[config.mk]
export PLATFORM = sky130hd
export DESIGN_NAME = hexrec_parser
export DESIGN_NICKNAME = d
export VERILOG_FILES = /design/src/rtl/hexrec_pkg.sv /design/src/rtl/hexrec_nibble.sv /design/src/rtl/hexrec_line.sv /design/src/rtl/hexrec_store.sv /design/src/rtl/hexrec_parser.sv
export SDC_FILE = /design/constraint.sdc
export NUM_CORES = 2
export LEC_CHECK = 0
export ABC_CLOCK_PERIOD_IN_PS = 15110
export BUFFER_PORTS_ARGS = -buffer_cell sky130_fd_sc_hd__buf_2
export CAP_MARGIN = 10
export CORE_ASPECT_RATIO = 1.5
export CORE_MARGIN = 3
export CORE_UTILIZATION = 30
export DETAILED_ROUTE_END_ITERATION = 10
export PLACE_DENSITY_LB_ADDON = 0.1
export SYNTH_ARGS = -nofsm -noshare
export SYNTH_HDL_FRONTEND = slang
export SYNTH_SLANG_ARGS = --single-unit
[constraint.sdc]
create_clock -name clk -period 15.11 [get_ports clk]
set_input_delay 3.022 -clock clk [delete_from_list [all_inputs] [get_ports clk]]
set_output_delay 3.022 -clock clk [all_outputs]
set_load 0.03 [all_outputs]
[src/rtl/hexrec_pkg.sv]
package hexrec_pkg;

  typedef enum logic [2:0] {
    FLT_NONE  = 3'd0,
    FLT_LEAD  = 3'd1,
    FLT_DIGIT = 3'd2,
    FLT_SHORT = 3'd3,
    FLT_SUM   = 3'd4,
    FLT_SIZE  = 3'd5,
    FLT_KIND  = 3'd6
  } hexrec_fault_e;

  typedef enum logic [2:0] {
    PS_LEAD,
    PS_BODY,
    PS_EMIT,
    PS_FAULT,
    PS_END
  } hexrec_state_e;

  localparam logic [7:0] KIND_DATA  = 8'h00;
  localparam logic [7:0] KIND_END   = 8'h01;
  localparam logic [7:0] KIND_UPPER = 8'h04;

  localparam logic [7:0] CH_COLON = 8'h3A;
  localparam logic [7:0] CH_BLANK = 8'h20;

  localparam int HEAD_BYTES  = 4;
  localparam int MIN_BYTES   = 5;
  localparam int UPPER_BYTES = 7;
  localparam int FIELD_SLOTS = 6;

endpackage

[src/rtl/hexrec_nibble.sv]
module hexrec_nibble
  import hexrec_pkg::*;
(
  input  logic [7:0] ch,
  output logic       is_digit,
  output logic       is_term,
  output logic [3:0] value
);

  always_comb begin
    is_term  = (ch <= CH_BLANK);
    is_digit = 1'b0;
    value    = 4'd0;
    if (ch >= 8'h30 && ch <= 8'h39) begin
      is_digit = 1'b1;
      value    = ch[3:0];
    end else if (ch >= 8'h41 && ch <= 8'h46) begin
      is_digit = 1'b1;
      value    = ch[3:0] + 4'd9;
    end
  end

endmodule

[src/rtl/hexrec_line.sv]
module hexrec_line
  import hexrec_pkg::*;
#(
  parameter int LEN_W = 8,
  parameter int CNT_W = LEN_W + 2,
  parameter int DEPTH = 1 << LEN_W,
  parameter int IDX_W = LEN_W
) (
  input  logic                        clk,
  input  logic                        rst_n,
  input  logic                        start,
  input  logic                        nib_en,
  input  logic [3:0]                  nib,
  output logic                        half,
  output logic [CNT_W-1:0]            cnt,
  output logic [7:0]                  sum_all,
  output logic [7:0]                  sum_head,
  output logic [FIELD_SLOTS-1:0][7:0] fields,
  output logic                        wr_en,
  output logic [IDX_W-1:0]            wr_idx,
  output logic [7:0]                  wr_byte
);

  logic [3:0]       hi_q;
  logic [7:0]       byte_now;
  logic             byte_done;
  logic [CNT_W-1:0] off;

  assign byte_now  = {hi_q, nib};
  assign byte_done = nib_en && half;
  assign off       = cnt - CNT_W'(HEAD_BYTES);

  always_ff @(posedge clk or negedge rst_n) begin
    if (!rst_n) begin
      half     <= 1'b0;
      hi_q     <= 4'd0;
      cnt      <= '0;
      sum_all  <= 8'd0;
      sum_head <= 8'd0;
    end else if (start) begin
      half     <= 1'b0;
      cnt      <= '0;
      sum_all  <= 8'd0;
      sum_head <= 8'd0;
    end else if (nib_en) begin
      if (!half) begin
        hi_q <= nib;
        half <= 1'b1;
      end else begin
        half     <= 1'b0;
        cnt      <= (cnt == '1) ? cnt : cnt + 1'b1;
        sum_head <= sum_all;
        sum_all  <= sum_all + byte_now;
      end
    end
  end

  for (genvar g = 0; g < FIELD_SLOTS; g++) begin : g_field
    always_ff @(posedge clk or negedge rst_n) begin
      if (!rst_n) fields[g] <= 8'd0;
      else if (byte_done && cnt == CNT_W'(g)) fields[g] <= byte_now;
    end
  end

  assign wr_en   = byte_done && (cnt >= CNT_W'(HEAD_BYTES)) && (off < CNT_W'(DEPTH));
  assign wr_idx  = off[IDX_W-1:0];
  assign wr_byte = byte_now;

endmodule

[src/rtl/hexrec_store.sv]
module hexrec_store #(
  parameter int DEPTH = 256,
  parameter int IDX_W = $clog2(DEPTH)
) (
  input  logic             clk,
  input  logic             wr_en,
  input  logic [IDX_W-1:0] wr_idx,
  input  logic [7:0]       wr_byte,
  input  logic [IDX_W-1:0] rd_idx,
  output logic [7:0]       rd_byte
);

  logic [7:0] mem [DEPTH];

  always_ff @(posedge clk) begin
    if (wr_en) mem[wr_idx] <= wr_byte;
  end

  assign rd_byte = mem[rd_idx];

endmodule

[src/rtl/hexrec_parser.sv]
module hexrec_parser
  import hexrec_pkg::*;
#(
  parameter int LINE_W = 16,
  parameter int LEN_W  = 8
) (
  input  logic              clk,
  input  logic              rst_n,
  input  logic              in_valid,
  output logic              in_ready,
  input  logic [7:0]        in_char,
  output logic              out_valid,
  input  logic              out_ready,
  output logic [31:0]       out_addr,
  output logic [7:0]        out_data,
  output logic              err_valid,
  output logic [2:0]        err_code,
  output logic [LINE_W-1:0] err_line,
  output logic              done
);

  localparam int DEPTH = 1 << LEN_W;
  localparam int IDX_W = LEN_W;
  localparam int CNT_W = LEN_W + 2;

  hexrec_state_e st;
  hexrec_fault_e fault_q, verdict;

  logic              take, is_digit, is_term;
  logic [3:0]        nib;
  logic              line_start, nib_en;
  logic              half;
  logic [CNT_W-1:0]  cnt;
  logic [7:0]        sum_all, sum_head;
  logic [FIELD_SLOTS-1:0][7:0] fields;
  logic              wr_en;
  logic [IDX_W-1:0]  wr_idx;
  logic [7:0]        wr_byte, rd_byte;

  logic [LINE_W-1:0] line_no;
  logic [15:0]       upper;
  logic [31:0]       base;
  logic [LEN_W-1:0]  emit_idx, emit_last;

  assign in_ready   = (st == PS_LEAD) || (st == PS_BODY);
  assign take       = in_valid && in_ready;
  assign line_start = take && (st == PS_LEAD) && (in_char == CH_COLON);
  assign nib_en     = take && (st == PS_BODY) && is_digit;

  hexrec_nibble u_nibble (
    .ch       (in_char),
    .is_digit (is_digit),
    .is_term  (is_term),
    .value    (nib)
  );

  hexrec_line #(
    .LEN_W (LEN_W),
    .CNT_W (CNT_W),
    .DEPTH (DEPTH),
    .IDX_W (IDX_W)
  ) u_line (
    .clk      (clk),
    .rst_n    (rst_n),
    .start    (line_start),
    .nib_en   (nib_en),
    .nib      (nib),
    .half     (half),
    .cnt      (cnt),
    .sum_all  (sum_all),
    .sum_head (sum_head),
    .fields   (fields),
    .wr_en    (wr_en),
    .wr_idx   (wr_idx),
    .wr_byte  (wr_byte)
  );

  hexrec_store #(
    .DEPTH (DEPTH),
    .IDX_W (IDX_W)
  ) u_store (
    .clk     (clk),
    .wr_en   (wr_en),
    .wr_idx  (wr_idx),
    .wr_byte (wr_byte),
    .rd_idx  (emit_idx[IDX_W-1:0]),
    .rd_byte (rd_byte)
  );

  // Judgement of a completed line, valid in the cycle its terminator is offered.
  always_comb begin
    verdict = FLT_NONE;
    if (half) begin
      verdict = FLT_DIGIT;
    end else if (cnt < CNT_W'(MIN_BYTES)) begin
      verdict = FLT_SHORT;
    end else if (!(sum_all == 8'd0 && sum_head != 8'd0)) begin
      verdict = FLT_SUM;
    end else begin
      case (fields[3])
        KIND_DATA:  if (cnt != CNT_W'(fields[0]) + CNT_W'(MIN_BYTES)) verdict = FLT_SIZE;
        KIND_END:   verdict = FLT_NONE;
        KIND_UPPER: if (cnt < CNT_W'(UPPER_BYTES)) verdict = FLT_SIZE;
        default:    verdict = FLT_KIND;
      endcase
    end
  end

  always_ff @(posedge clk or negedge rst_n) begin
    if (!rst_n) begin
      st        <= PS_LEAD;
      fault_q   <= FLT_NONE;
      err_line  <= '0;
      line_no   <= LINE_W'(1);
      upper     <= 16'd0;
      base      <= 32'd0;
      emit_idx  <= '0;
      emit_last <= '0;
    end else begin
      case (st)
        PS_LEAD: begin
          if (take) begin
            if (in_char == CH_COLON) begin
              st <= PS_BODY;
            end else begin
              st       <= PS_FAULT;
              fault_q  <= FLT_LEAD;
              err_line <= line_no;
            end
          end
        end
        PS_BODY: begin
          if (take && !is_digit) begin
            if (!is_term) begin
              st       <= PS_FAULT;
              fault_q  <= FLT_DIGIT;
              err_line <= line_no;
            end else if (verdict != FLT_NONE) begin
              st       <= PS_FAULT;
              fault_q  <= verdict;
              err_line <= line_no;
            end else begin
              line_no <= line_no + 1'b1;
              case (fields[3])
                KIND_DATA: begin
                  base      <= {upper, fields[1], fields[2]};
                  emit_idx  <= '0;
                  emit_last <= fields[0][LEN_W-1:0] - 1'b1;
                  st        <= (fields[0] == 8'd0) ? PS_LEAD : PS_EMIT;
                end
                KIND_UPPER: begin
                  upper <= {fields[4], fields[5]};
                  st    <= PS_LEAD;
                end
                default: st <= PS_END;
              endcase
            end
          end
        end
        PS_EMIT: begin
          if (out_ready) begin
            if (emit_idx == emit_last) st <= PS_LEAD;
            else emit_idx <= emit_idx + 1'b1;
          end
        end
        default: st <= st;
      endcase
    end
  end

  assign out_valid = (st == PS_EMIT);
  assign out_addr  = base + 32'(emit_idx);
  assign out_data  = rd_byte;
  assign err_valid = (st == PS_FAULT);
  assign err_code  = fault_q;
  assign done      = (st == PS_END);

endmodule

# Yosys cells after proc, flatten, opt, wreduce, memory -nomap -nowiden
# Memory sizes are Yosys's and may differ from the RTL's.
# Cells that the tools add are included.
[totals]
reg_bits = 181
ram_bits = 2048
inputBits = 12
output_inout_bits = 63
wordCells = 162
memories = 1
[classes]
n_addsub = 9
n_lt_le_gt_ge = 9
n_eq_ne = 26
n_mux = 54
n_bitwise = 3
n_reduce_logical = 41
[memory_table]
columns = ["name", "depth", "width", "read_ports", "rd_ports_with_merged_regs", "write_ports", "line", "text"]
rows = [
  ["u_store.mem", 256, 8, 1, 0, 1, "hexrec_store.sv:13", "logic [7:0] mem [DEPTH];"],
]
[ops]
columns = ["operator", "count"]
rows = [
  ["$mux 8", 12],
  ["$mux 16", 5],
  ["$mux 3", 16],
  ["$mux 10", 4],
  ["$add 32x8->32", 1],
  ["$pmux 16 s2", 1],
  ["$logic_not 8->1", 3],
  ["$eq 10x2->1 const B", 2],
  ["$eq 10x3->1 const B", 2],
  ["$lt 10x3->1 const B", 2],
  ["$reduce_and 5->1", 4],
  ["$logic_and 1x1->1", 18],
  ["$pmux 3 s3", 2],
  ["$add 16x1->16 const B", 1],
  ["$le 8x6->1 const B", 2],
  ["$pmux 8 s2", 1],
  ["$ne 2x2->1 const B", 6],
  ["$pmux 3 s2", 2],
  ["$add 10x1->10 const B", 1],
  ["$eq 10x1->1 const B", 1],
  ["$eq 10x10->1 const B", 1],
  ["$ge 10x3->1 const B", 1],
  ["$logic_not 10->1", 1],
  ["$lt 10x9->1 const B", 1],
  ["other kinds (33)", 52],
]

# Logic depth before layout (Yosys ltp)
[depth]
depth_word = 12
mapped_depth = 15
depth_no_buf = 15

# Hierarchy
# Synthesis repeated with hierarchy kept, for this count alone.
[hier_totals]
cells_unflattened = 4601
area_unflattened_um2 = 89189.3
[modules_own_cells]
columns = ["module", "n_inst", "cells_each", "area_per_inst_um2", "seq_area_each_um2"]
rows = [
  ["hexrec_store", 1, 3725, 79396.1, 61499.0],
  ["hexrec_parser", 1, 534, 5649.2, 2553.7],
  ["hexrec_line", 1, 315, 3937.5, 1976.9],
  ["hexrec_nibble", 1, 27, 206.4, 0.0],
]

# Worst setup path before layout
# Ideal clock, no wire load.
[synth_path]
path_type = "input to register"
from = "input port in_char[0]"
to = "register u_line.sum_all[7]"
setup_ps = 79
arrival_time_ps = 8677
required_time_ps = 15031
slack_ps = 6354
stages = 14
n_path_buf = 1
cell_sequence = "inv_1 ha_1 or4b_2 a31oi_1 nor3_1 clkbuf_1 nand2_1 inv_1 ha_1 nor2b_1 o21a_1 o41ai_1 mux2i_1 mux2i_1"
[synth_between]
elab_chain_len = 8
elab_cells_between_ends = 21
classes_between = "add/sub (2); order compare (4); eq/ne (1); mux (7); reduce/logical (7)"
[synth_lines]
columns = ["element", "line", "text"]
rows = [
  ["start: declaration", "hexrec_parser.sv:11", "input logic [7:0] in_char,"],
  ["$ge 8x7->1 or $le 8x7->1 (tied branches)", "hexrec_nibble.sv:17", "end else if (ch >= 8'h41 && ch <= 8'h46) begin"],
  ["$logic_and 1x1->1", "hexrec_nibble.sv:17", ""],
  ["$mux 4", "hexrec_nibble.sv:17", ""],
  ["$mux 4 (*)", "hexrec_nibble.sv:14", "if (ch >= 8'h30 && ch <= 8'h39) begin"],
  ["net nib[3]", "hexrec_parser.sv:30", "logic [3:0] nib;"],
  ["$add 8x8->8 (*)", "hexrec_line.sv:53", "sum_all <= sum_all + byte_now;"],
  ["$mux 8 (*)", "hexrec_line.sv:46", "if (!half) begin"],
  ["$mux 8 (*)", "hexrec_line.sv:45", "end else if (nib_en) begin"],
  ["$mux 8 (*)", "hexrec_line.sv:40", "end else if (start) begin"],
  ["end signal: assignment", "hexrec_line.sv:53", ""],
  ["end: declaration", "hexrec_line.sv:16", "output logic [7:0] sum_all,"],
]
# Mark *: on every way through the listed nets, which the timed path passes. The rest lies on a longest branch. The select of a mux whose other input is x is not followed.
# A chain may end at the register's enable or synchronous reset.

# Worst setup path after layout
[layout_path]
from = "register emit_idx[0]"
to = "output port out_data[4]"
[layout_between]
elab_chain_len = 1
[layout_lines]
columns = ["element", "line", "text"]
rows = [
  ["start: declaration", "hexrec_parser.sv:43", "logic [LEN_W-1:0] emit_idx, emit_last;"],
  ["start signal: assignment", "hexrec_parser.sv:163", "else emit_idx <= emit_idx + 1'b1;"],
  ["$mem_v2 256x8", "n/a", ""],
  ["end: declaration", "hexrec_parser.sv:15", "output logic [7:0] out_data,"],
]
# Every way passes these cells.

==> summary.txt <==
CTS
  – Post-CTS Setup Bufs: 0
  – Root buf cell: clkbuf_16
  – CTS H-tree lvls: 4
  – CTS Hold Bufs: 0
  – CTS tree: done
  – Maximum clock insertion buffer count: 4
  – Number of clock buffers inserted by TritonCTS: 227
  – Num Clock Sinks: 2229
  – Post_cts resized: 0
  – Worst skew pair latency: 0.88 ns
  – Clock transition at path regs: 0.06 ns

Global route
  – GRT Residual Overflow: 0
  – Largest net degree at the start of global routing: 201
  – Initial antenna violation count: 6
  – Total GRT Usage: 17.14%
  – Vias in the first global route: 45070
  – First-pass GRT wire length: 364.3 mm

Drt
  – Post-route ant nets: 0
  – Drt drc: 0
  – Initial DRC count: 2989
  – Vias: 42060
  – Wirelength, routed: 258.9 mm
  – First-pass iteration count of the detailed router: 6
  – Vias/cell: 4.909
  – Routed length per instance: 30.22 um

Min path
  – Worst Hold Class: flop to flop
  – Cells on Worst Hold Path: 1
  – Worst Hold End: line_no[15]
  – Min-delay src: line_no[15]

STA
  – Final hold viol count: 0
  – Min Tclk post-route: 9.198 ns
  – Unrepaired setup endpoints after global routing: false
  – Final setup fails: 0
  – Slew margin rel.: 17.68%
  – Worst Skew: 0.07752 ns
  – Post-Route Setup TNS: 0 ns
  – Final Cycle Share: 60.87%
  – Worst-Margin Slew: 1.230 ns
  – Max Clk Rate: 108.7 MHz
  – Max-slew violations: 0

Worst setup path
  – CP endpoint kind: primary output
  – Crit path max fanout: 80
  – Crit path buf inv count: 3
  – Top delay family on crit path: compound AO/OA/AOI/OAI gates
  – RR Startpoint: emit_idx[1]
  – Slowest stage delay, CP: 0.97 ns
  – Worst EP required: 12.09 ns
  – Highest-delay cell along the critical path: dfrtp_4
  – R2r setup slk: 10.34 ns
  – Worst endpoint data arrival time: 6.18 ns
  – R2r endpoint: emit_idx[6]
  – Critical path cell sequence: buf_12, buf_12, mux4_2, mux4_2, a211oi_1, a211o_1, a221oi_1, buf_2
  – Crit path kind: flop to primary output
  – R2R cell count: 9
  – CP Launch Type: flop

Place
  – HPWL after DPL: 160.6 mm
  – Placed Area: 93700 um2
  – Number of buffers added on ports: 74
  – RD Place Congestion: 0.7560

Logic synthesis
  – Yosys warning total: 0
  – Synth Area in XOR/XNOR: 0.8257%
  – Synth Area in Compound Gates: 1.803%
  – Mux cell area share after synthesis: 17.42%
  – Post-synth ARST share: 8.120%
  – Largest family of logic cells by synthesized area: multiplexers
  – Post-synthesis cell type count: 73
  – Seq/Total Area, Yosys: 75.00%
  – Simple-gate share of the synthesized area: 3.213%
  – EDFF count, synth: 2048
  – Primary FF master, synth: edfxtp_1
  – Adder-cell share of the synthesized area: 0.4576%
  – Syn Nets: 4292
  – Mapped Area: 88040 um2
  – Synth Instances: 4249
  – Synthesized flop and latch total: 2229
  – Syn Area/Cell: 20.72 um2

Die
  – Die height: 669.5 um
  – Io pins: 75
  – Die W: 448.3 um
  – Die Footprint: 300100 um2
  – Initial core utilization: 30.13%
  – Row count: 243
  – Placeable Area: 292200 um2

Layout
  – FF/Latch Area: 66060 um2
  – Most common cell after layout, fill and taps aside: edfxtp_1
  – Most frequent cells in the layout: edfxtp_1, mux4_2, nor2_1
  – Area Growth Syn to Fin: 14.32%
  – NumNets Final: 4509
  – Final Cell Area: 100600 um2
  – Multi-input gate area: 20980 um2
  – Share of layout cells above drive strength 1: 26.68%
  – # fillers: 27380

Power
  – PwrDens: 123.6 nW/um2
  – P_leak: 0.02760 uW
  – IR drop worst, VDD: 0.09768 mV

Job
  – Max-cap violations: 0

Status
  – Status: finished, final reports clean
-- worst register-to-register path: cells and delay by family (launching register included) --
kind                      cells  cell delay (ns)
AOI/OAI and AO/OA             5             1.63
xor gates and xnor gates      1             0.22
buffers and inverters         2             1.46
DFF                           1             0.92
and+or+nand+nor               1             0.42
-- worst max path at each step --
stage                              endpoint   startpoint  cells after the start
final                           out_data[4]  emit_idx[0]                      8
after global routing            out_data[4]  emit_idx[0]                      8
after CTS                       out_data[4]  emit_idx[0]                      8
after detailed placement        out_data[4]  emit_idx[0]                      8
after global placement          out_data[4]  emit_idx[0]                      8
after floorplan           u_line.sum_all[7]   in_char[0]                     14
-- registers in the layout, summed over array words and instances, names as in the netlist --
register and flops:
u_line.sum_all 8, u_line.cnt 10, u_line.fields 48, u_store.mem 2048, st 3, err_code 3, line_no 16, emit_idx 8
base 32, u_line.half 1, u_line.sum_head 8, emit_last 8, upper 16, err_line 16, u_line.hi_q 4
-- layout make-up --
cell class              count  share of cell area (%)
diodes                      3                0.007459
clock buffers             287                   5.999
clock inverters           120                  0.8926
inverters                  40                  0.1865
multi-input cells        1746                   20.84
flip-flops and latches   2229                   65.63
well taps                3920                   4.873
repair buffers            222                   1.568
-- cell usage after synthesis, types with 3 or more instances --
cell type	instances	area, um2
a211o_1	7	61.31
a211oi_1	19	142.6
a21o_1	6	45.04
a21oi_1	30	150.1
a221oi_1	7	61.31
a22oi_1	36	270.3
a311oi_1	7	61.31
a31oi_1	3	18.77
and2_1	5	31.28
and3_1	12	75.07
buf_1	26	97.59
buf_2	50	250.2
buf_4	6	45.04
clkbuf_1	149	559.3
dfrtp_1	180	4504
edfxtp_1	2048	61500
ha_1	29	362.9
inv_1	38	142.6
mux2_1	54	608.1
mux2_2	41	461.7
mux2i_1	48	480.5
mux4_2	612	13780
nand2_1	142	533.0
nand2b_1	4	25.02
nand3_1	64	320.3
nand4_1	12	75.07
nor2_1	313	1175
nor2b_1	9	56.30
nor3_1	25	125.1
nor3b_1	6	45.04
nor4_1	15	93.84
nor4b_1	4	35.03
o21a_1	6	45.04
o21ai_0	54	270.3
o21bai_1	3	22.52
o22ai_1	42	262.8
o41ai_1	3	26.28
or3_1	5	31.28
or4_1	4	30.03
xnor2_1	48	420.4
xor2_1	35	306.5
-- per-layer routing --
metal	wire length (um)	up-vias	global-route usage [%]
met5	0	-	0
li1	-	17900	-
met4	8076	0	5.117
met1	102300	23000	20.77
met2	140300	835	31.68
met3	8219	330	1.956
-- cell families after synthesis --
kind of cell    count (synthesis)
compound gates                240
xor+xnor                       83
fa+ha+maj                      31
buf+inv                       274
flops                        2229
mux                           755
simple gates                  637
-- power breakdown --
part	leakage, uW	switching [uW]	internal [uW]	total [uW]
clock network	0.00339	2410	3010	5420
logic	0.00748	267	57.3	325
registers	0.0167	18.2	6670	6690
total	0.0276	2700	9740	12400
-- through the flow --
| step | utilization [%] | instances | hold slack (ns) | power (uW) | worst slack [ns] |
|---|---|---|---|---|---|
| after CTS | 34.44 | 8564 | 0.4706 | 12630 | 5.673 |
| after global placement | 32.07 | 8156 | 0.4561 | 7151 | 6.630 |
| after detailed placement | 32.07 | 8157 | 0.4624 | 7153 | 6.641 |
| final | 34.45 | 8567 | 0.4689 | 12440 | 5.912 |
| after global routing | 34.44 | 8565 | 0.4954 | 12860 | 5.650 |
| after floorplan | - | 4249 | 0.4378 | 6949 | 6.354 |
No activity file was read; power rests on OpenSTA's default activity.
